## src/rtl/pic_pkg.sv

```systemverilog
package pic_pkg;
  localparam logic [7:0] CMD_SEL_REQ = 8'h0A;
  localparam logic [7:0] CMD_SEL_SVC = 8'h0B;
  localparam logic [7:0] CMD_EOI     = 8'h20;
  localparam logic [3:0] CMD_CFG_HI  = 4'h1;

  typedef struct packed {
    logic eoi;
    logic ack;
    logic maskWr;
    logic baseWr;
    logic levelMode;
    logic readSvc;
  } picCtl_t;
endpackage

```

## src/rtl/pic_prio.sv

```systemverilog
module pic_prio #(
  parameter int N = 8,
  localparam int IDX_W = (N > 1) ? $clog2(N) : 1
) (
  input  logic [N-1:0]     reqVec,
  output logic             anySet,
  output logic [IDX_W-1:0] lowIdx
);
  always_comb begin
    anySet = |reqVec;
    lowIdx = '0;
    for (int i = N - 1; i >= 0; i--) begin
      if (reqVec[i]) lowIdx = IDX_W'(i);
    end
  end
endmodule

```

## src/rtl/pic_ctrl.sv

```systemverilog
module pic_ctrl
  import pic_pkg::*;
#(
  parameter int DATA_W = 8
) (
  input  logic              clk,
  input  logic              rstN,
  input  logic              busAddr,
  input  logic              busWrEn,
  input  logic [DATA_W-1:0] busWrData,
  input  logic              intAck,
  output picCtl_t           ctl
);
  logic levelQ, baseModeQ, readSvcQ;
  logic cmdWr, dataWr;

  assign cmdWr  = busWrEn & ~busAddr;
  assign dataWr = busWrEn & busAddr;

  always_ff @(posedge clk or negedge rstN) begin
    if (!rstN) begin
      levelQ    <= 1'b0;
      baseModeQ <= 1'b0;
      readSvcQ  <= 1'b0;
    end else if (cmdWr) begin
      if (busWrData[7:0] == CMD_SEL_REQ) readSvcQ <= 1'b0;
      if (busWrData[7:0] == CMD_SEL_SVC) readSvcQ <= 1'b1;
      if (busWrData[7:4] == CMD_CFG_HI) begin
        levelQ    <= busWrData[0];
        baseModeQ <= busWrData[1];
      end
    end
  end

  always_comb begin
    ctl.eoi       = cmdWr && (busWrData[7:0] == CMD_EOI);
    ctl.ack       = intAck;
    ctl.maskWr    = dataWr & ~baseModeQ;
    ctl.baseWr    = dataWr & baseModeQ;
    ctl.levelMode = levelQ;
    ctl.readSvc   = readSvcQ;
  end
endmodule

```

## src/rtl/pic_datapath.sv

```systemverilog
module pic_datapath
  import pic_pkg::*;
#(
  parameter int NUM_LINES = 8,
  parameter int DATA_W = 8,
  parameter logic [7:0] RESET_VEC = 8'h08,
  localparam int IDX_W = $clog2(NUM_LINES),
  localparam int BASE_W = DATA_W - IDX_W
) (
  input  logic                 clk,
  input  logic                 rstN,
  input  logic [NUM_LINES-1:0] irqLines,
  input  logic                 busAddr,
  input  logic [DATA_W-1:0]    busWrData,
  input  picCtl_t              ctl,
  output logic                 intReq,
  output logic [DATA_W-1:0]    vecOut,
  output logic [DATA_W-1:0]    rdData,
  output logic [NUM_LINES-1:0] irrQ,
  output logic [NUM_LINES-1:0] isrQ,
  output logic [NUM_LINES-1:0] maskQ
);
  logic [NUM_LINES-1:0] lineQ, irrNext, pending, takeBit, eoiBit;
  logic [BASE_W-1:0]    baseQ;
  logic [IDX_W-1:0]     reqIdx, svcIdx;
  logic                 reqAny, svcAny, grant;

  for (genvar n = 0; n < NUM_LINES; n++) begin : g_line
    always_comb begin
      if (ctl.levelMode) irrNext[n] = irqLines[n];
      else irrNext[n] = irqLines[n] & (~lineQ[n] | irrQ[n]);
    end
  end

  assign pending = irrQ & ~maskQ;

  pic_prio #(.N(NUM_LINES)) u_reqPrio (.reqVec(pending), .anySet(reqAny), .lowIdx(reqIdx));
  pic_prio #(.N(NUM_LINES)) u_svcPrio (.reqVec(isrQ), .anySet(svcAny), .lowIdx(svcIdx));

  assign grant   = reqAny && (!svcAny || (reqIdx < svcIdx));
  assign intReq  = grant;
  assign takeBit = (ctl.ack && grant) ? (NUM_LINES'(1) << reqIdx) : '0;
  assign eoiBit  = (ctl.eoi && svcAny) ? (NUM_LINES'(1) << svcIdx) : '0;

  always_ff @(posedge clk or negedge rstN) begin
    if (!rstN) begin
      lineQ  <= '0;
      irrQ   <= '0;
      isrQ   <= '0;
      maskQ  <= '1;
      baseQ  <= RESET_VEC[DATA_W-1:IDX_W];
      vecOut <= '0;
    end else begin
      lineQ <= irqLines;
      irrQ  <= irrNext & ~takeBit;
      isrQ  <= (isrQ & ~eoiBit) | takeBit;
      if (ctl.maskWr) maskQ <= busWrData[NUM_LINES-1:0];
      if (ctl.baseWr) baseQ <= busWrData[DATA_W-1:IDX_W];
      if (ctl.ack) vecOut <= {baseQ, grant ? reqIdx : {IDX_W{1'b1}}};
    end
  end

  always_comb begin
    if (busAddr) rdData = DATA_W'(maskQ);
    else if (ctl.readSvc) rdData = DATA_W'(isrQ);
    else rdData = DATA_W'(irrQ);
  end
endmodule

```

## src/rtl/pic_top.sv

```systemverilog
module pic_top
  import pic_pkg::*;
#(
  parameter int NUM_LINES = 8,
  parameter int DATA_W = 8
) (
  input  logic                 clk,
  input  logic                 rstN,
  input  logic [NUM_LINES-1:0] irqLines,
  input  logic                 busAddr,
  input  logic                 busWrEn,
  input  logic [DATA_W-1:0]    busWrData,
  output logic [DATA_W-1:0]    busRdData,
  output logic                 intOut,
  input  logic                 intAck,
  output logic [DATA_W-1:0]    vecOut
);
  picCtl_t              ctl;
  logic                 intReq;
  logic [NUM_LINES-1:0] irrQ, isrQ, maskQ;

  pic_ctrl #(.DATA_W(DATA_W)) u_ctrl (
    .clk(clk), .rstN(rstN), .busAddr(busAddr), .busWrEn(busWrEn),
    .busWrData(busWrData), .intAck(intAck), .ctl(ctl)
  );

  pic_datapath #(.NUM_LINES(NUM_LINES), .DATA_W(DATA_W)) u_dp (
    .clk(clk), .rstN(rstN), .irqLines(irqLines), .busAddr(busAddr),
    .busWrData(busWrData), .ctl(ctl), .intReq(intReq), .vecOut(vecOut),
    .rdData(busRdData), .irrQ(irrQ), .isrQ(isrQ), .maskQ(maskQ)
  );

  assign intOut = intReq & ~intAck;
endmodule

```

## config.mk

```make
export PLATFORM = sky130hd
export DESIGN_NAME = pic_top
export DESIGN_NICKNAME = d
export VERILOG_FILES = /design/src/rtl/pic_pkg.sv /design/src/rtl/pic_prio.sv /design/src/rtl/pic_ctrl.sv /design/src/rtl/pic_datapath.sv /design/src/rtl/pic_top.sv
export SDC_FILE = /design/constraint.sdc
export NUM_CORES = 1
export LEC_CHECK = 0
export ABC_CLOCK_PERIOD_IN_PS = 2300
export BUFFER_PORTS_ARGS = -buffer_cell sky130_fd_sc_hd__buf_4
export CORE_ASPECT_RATIO = 1.75
export CORE_UTILIZATION = 38
export DETAILED_ROUTE_END_ITERATION = 8
export SETUP_SLACK_MARGIN = 0.5
export SYNTH_ARGS = -nofsm -noshare
export SYNTH_HDL_FRONTEND = slang
export SYNTH_SLANG_ARGS = --single-unit
```

## constraint.sdc

```tcl
create_clock -name clk -period 2.3 [get_ports clk]
set_input_delay 0.46 -clock clk [delete_from_list [all_inputs] [get_ports clk]]
set_output_delay 0.46 -clock clk [all_outputs]
set_load 0.02 [all_outputs]
```

==> impl_results.md <==
- Slew Viols, Final: 0
- Final number of hold-violating endpoints: 0
- Startpoint types: register
- Layout cell share with drive strength beyond 1: 0.4816
- Non-Filler Instances: 379
- Largest net degree at the start of global routing: 49
- Share of the synthesized area in the top cell type: 0.3910
- Final worst path period need: 2.640 ns
- Power density over the cells: just under 1000 nW/um^2
- Starting DRT DRC Count: 65
- Final wirelength: 6255 microns
- Ys async rst share: 1.000
- DRC violation count after routing: 0
- Most area-hungry cell type in the Yosys netlist: sky130_fd_sc_hd__dfrtp_1
- Post-layout net count: 320
- Critical path capture point type: output port
- Number of cell rows: 38
- Largest buffer count on any clock path: 2
- Wire length of the first global-routing pass: 10,090 microns
- Chip width: 63.27 microns
- Number of synthesized flops with an enable pin: 0
- Worst-Skew Late Latency: 0.30 ns
- Count of hold-fix buffers inserted at cts: 0
- Distinct cell type count of the synthesized netlist: 53
- Total GRT Usage: 0.1969
- Fraction of the yosys area taken by sequential cells: 0.4857
- Start-to-end type of the worst setup path: reg -> out
- Clock sink total: 48
- Number of buffers inserted during clock tree synthesis: 5
- Worst-margin pin slew: 0.6006 ns
- Skew final: 0.006985 ns
- Clock Tree Root: sky130_fd_sc_hd__clkbuf_8
- Total instance count after detailed placement: 364
- Number of buffers inserted by port buffering: 37
- Total grt overflow: 0
- Fmax: 378.7 MHz
- Per-instance average area after synthesis: roughly 11 sq um
- WP data arrival: 2.18 ns
- Post-synthesis instance area: 2496 sq um
- Setup TNS: -0.3404 ns
- Max capacitance violation total: 0
- Required time of the critical path: about 1.8 ns
- Via count of the first global-routing pass: 2,077
- Post-route clock period utilization: 1.148
- Number of cells produced by synthesis: 227
- #FFs+latches synth: 48
- Placer Congestion: slightly below 0.9
- Half-perimeter wire length after placement: 4893 microns
- Die H: 109.2 microns
- Utilization of the core after routing: 0.5317
- Number of detailed-routing iterations run before antenna repair: 4
- Setup-failing EPs final: 1
- Total Power: between 3000 and 4000 uW
- Routed wire per std cell: 16.50 microns
- Worst-path maximum fanout: 3
- Pre-CTS WS: -0.02582 ns
- Syn nets: 249
- Number of vias per cell after detailed routing: 5.193
- Fillcell total: 592
- Top post-synthesis cells by count: 39 x sky130_fd_sc_hd__dfrtp_1, 23 x sky130_fd_sc_hd__nand2_1, 21 x sky130_fd_sc_hd__mux2_2
- Setup repair after global routing missed its margin: true
- Violations in the final reports: negative setup slack
- Initial Utilization: 0.3977
- Worst path setup slack after routing: -0.3404 ns
- Core area: roughly 6300 sq um
- Die area: 6909 sq um
- LEAKAGE: roughly 0.0015 uW
- Top flip-flop cell by instance count after synthesis: sky130_fd_sc_hd__dfrtp_1
- Synth top area cells: sky130_fd_sc_hd__dfrtp_1 39%, sky130_fd_sc_hd__dfstp_2 9.5%, sky130_fd_sc_hd__mux2_2 9.5%
- Layout area overhead: 33.68%
- Status: complete, but fails checks
- Worst vdd ir: 472.4 uV
- Most numerous cell in the Yosys netlist: sky130_fd_sc_hd__dfrtp_1
- Yosys warning count: 0
- Clock tree from TritonCTS: yes
- Path type of the worst min-delay path: in -> async
- Number of antenna violations at the first check in global routing: 0
- Antenna fix cells: 0
- H-tree depth: 2
- Slew headroom: 0.5996
- Antenna viol nets, final: 0
- Count of pins on the block boundary: 38
- Total via count after detailed routing: 1,968
- Clock-pin slew on the worst setup and hold paths: 0.09 ns
## layout by cell type (no fill, tap or decap), types with 4 or more instances in the layout
cell	n
sky130_fd_sc_hd__nand2_1	23
sky130_fd_sc_hd__o21ai_0	6
sky130_fd_sc_hd__buf_4	63
sky130_fd_sc_hd__mux2_2	21
sky130_fd_sc_hd__clkbuf_8	6
sky130_fd_sc_hd__o31ai_1	4
sky130_fd_sc_hd__nand2b_1	5
sky130_fd_sc_hd__o21ai_1	9
sky130_fd_sc_hd__inv_1	9
sky130_fd_sc_hd__mux2i_1	8
sky130_fd_sc_hd__dfstp_2	9
sky130_fd_sc_hd__buf_6	8
sky130_fd_sc_hd__nand3b_1	4
sky130_fd_sc_hd__nor2_1	16
sky130_fd_sc_hd__a21oi_2	6
sky130_fd_sc_hd__dfrtp_1	36
sky130_fd_sc_hd__nor2b_1	4
## routing by layer
metal / global-route usage / wire length (microns) / share of wire / vias up
li1: - / - / - / 961
met1: 0.2137 / 2359 / 0.38 / 951
met2: 0.3733 / 3570 / 0.57 / 41
met3: 0.02197 / 125 / 0.020 / 15
met4: 0.09578 / 199 / 0.032 / 0
met5: 0 / 0 / 0 / -
## per-stage QoR
| stage | hold slack (ns) | instance area (sq um) |
|---|---|---|
| floorplan | 0.1644 | 2557 |
| global placement | 0.4840 | 3104 |
| detailed placement | 0.4883 | 3104 |
| CTS | 0.1806 | 3312 |
| global route | 0.2108 | 3337 |
| finish | 0.1598 | 3337 |
## worst max-delay path, cell delays in order (launching register included)
cell and delay (ns):
sky130_fd_sc_hd__dfstp_2 0.53, sky130_fd_sc_hd__and2b_1 0.20, sky130_fd_sc_hd__a311oi_2 0.22, sky130_fd_sc_hd__or2_4 0.19, sky130_fd_sc_hd__a21oi_4 0.05, sky130_fd_sc_hd__or3b_4 0.42
sky130_fd_sc_hd__a31oi_4 0.14, sky130_fd_sc_hd__buf_6 0.13
## where the power goes
group / total, uW / internal, uW / switching (uW)
logic: 1460 / 727 / 729
registers: 1290 / 1100 / 191
clock network: 529 / 245 / 285
total: 3270 / 2070 / 1210
## area by class of cell
type / count / area (sq um) / share of cell area
Clock inverter: 1 / 7.507 / 0.002250
Timing Repair Buffer: 71 / 563.0 / 0.1687
Sequential cell: 48 / 1216 / 0.3645
Tap cell: 80 / 100.1 / 0.03000
Clock buffer: 7 / 86.33 / 0.02587
Inverter: 10 / 37.54 / 0.01125
Multi-Input combinational cell: 162 / 1326 / 0.3974
## registers in the layout, summed over array words and instances (netlist names)
register,cells
u_dp.maskQ,8
u_ctrl.readSvcQ,1
u_dp.irrQ,8
u_dp.baseQ,5
u_dp.vecOut,8
u_ctrl.baseModeQ,1
u_dp.lineQ,8
u_dp.isrQ,8
u_ctrl.levelQ,1
## cells by family after synthesis
kind of cell	after synthesis	share of synthesized area
AOI/OAI and AO/OA	53	0.1684
adders and majority gates	1	0.005012
buffers and inverters	17	0.02857
DFF	48	0.4857
muxes	29	0.1268
and+or+nand+nor	79	0.1855
## final timing paths
path                                                 from                          end  slack [ns]  cells after the start
min in group clk                              irqLines[0]      u_dp.lineQ[0]$_DFF_PN0_        0.26                      1
worst max register to register  u_dp.maskQ[5]$_DFFE_PN1P_       u_dp.irrQ[3]$_DFF_PN0_        0.02                     10
worst max-delay path            u_dp.maskQ[5]$_DFFE_PN1P_                       intOut       -0.34                      7
worst min register to register    u_dp.lineQ[5]$_DFF_PN0_       u_dp.irrQ[5]$_DFF_PN0_        0.50                      3
worst min-delay path                                 rstN      u_dp.lineQ[7]$_DFF_PN0_        0.16                      1
max in group asynchronous                            rstN  u_ctrl.readSvcQ$_DFFE_PN0P_        1.70                      1
## what timing repair did
item	CTS	global route
resized for setup	21	7
cloned	0	0
setup buffers	7	0
setup endpoints to repair	28	28
pin swaps	12	6
Power figures use the tool's default switching activity.
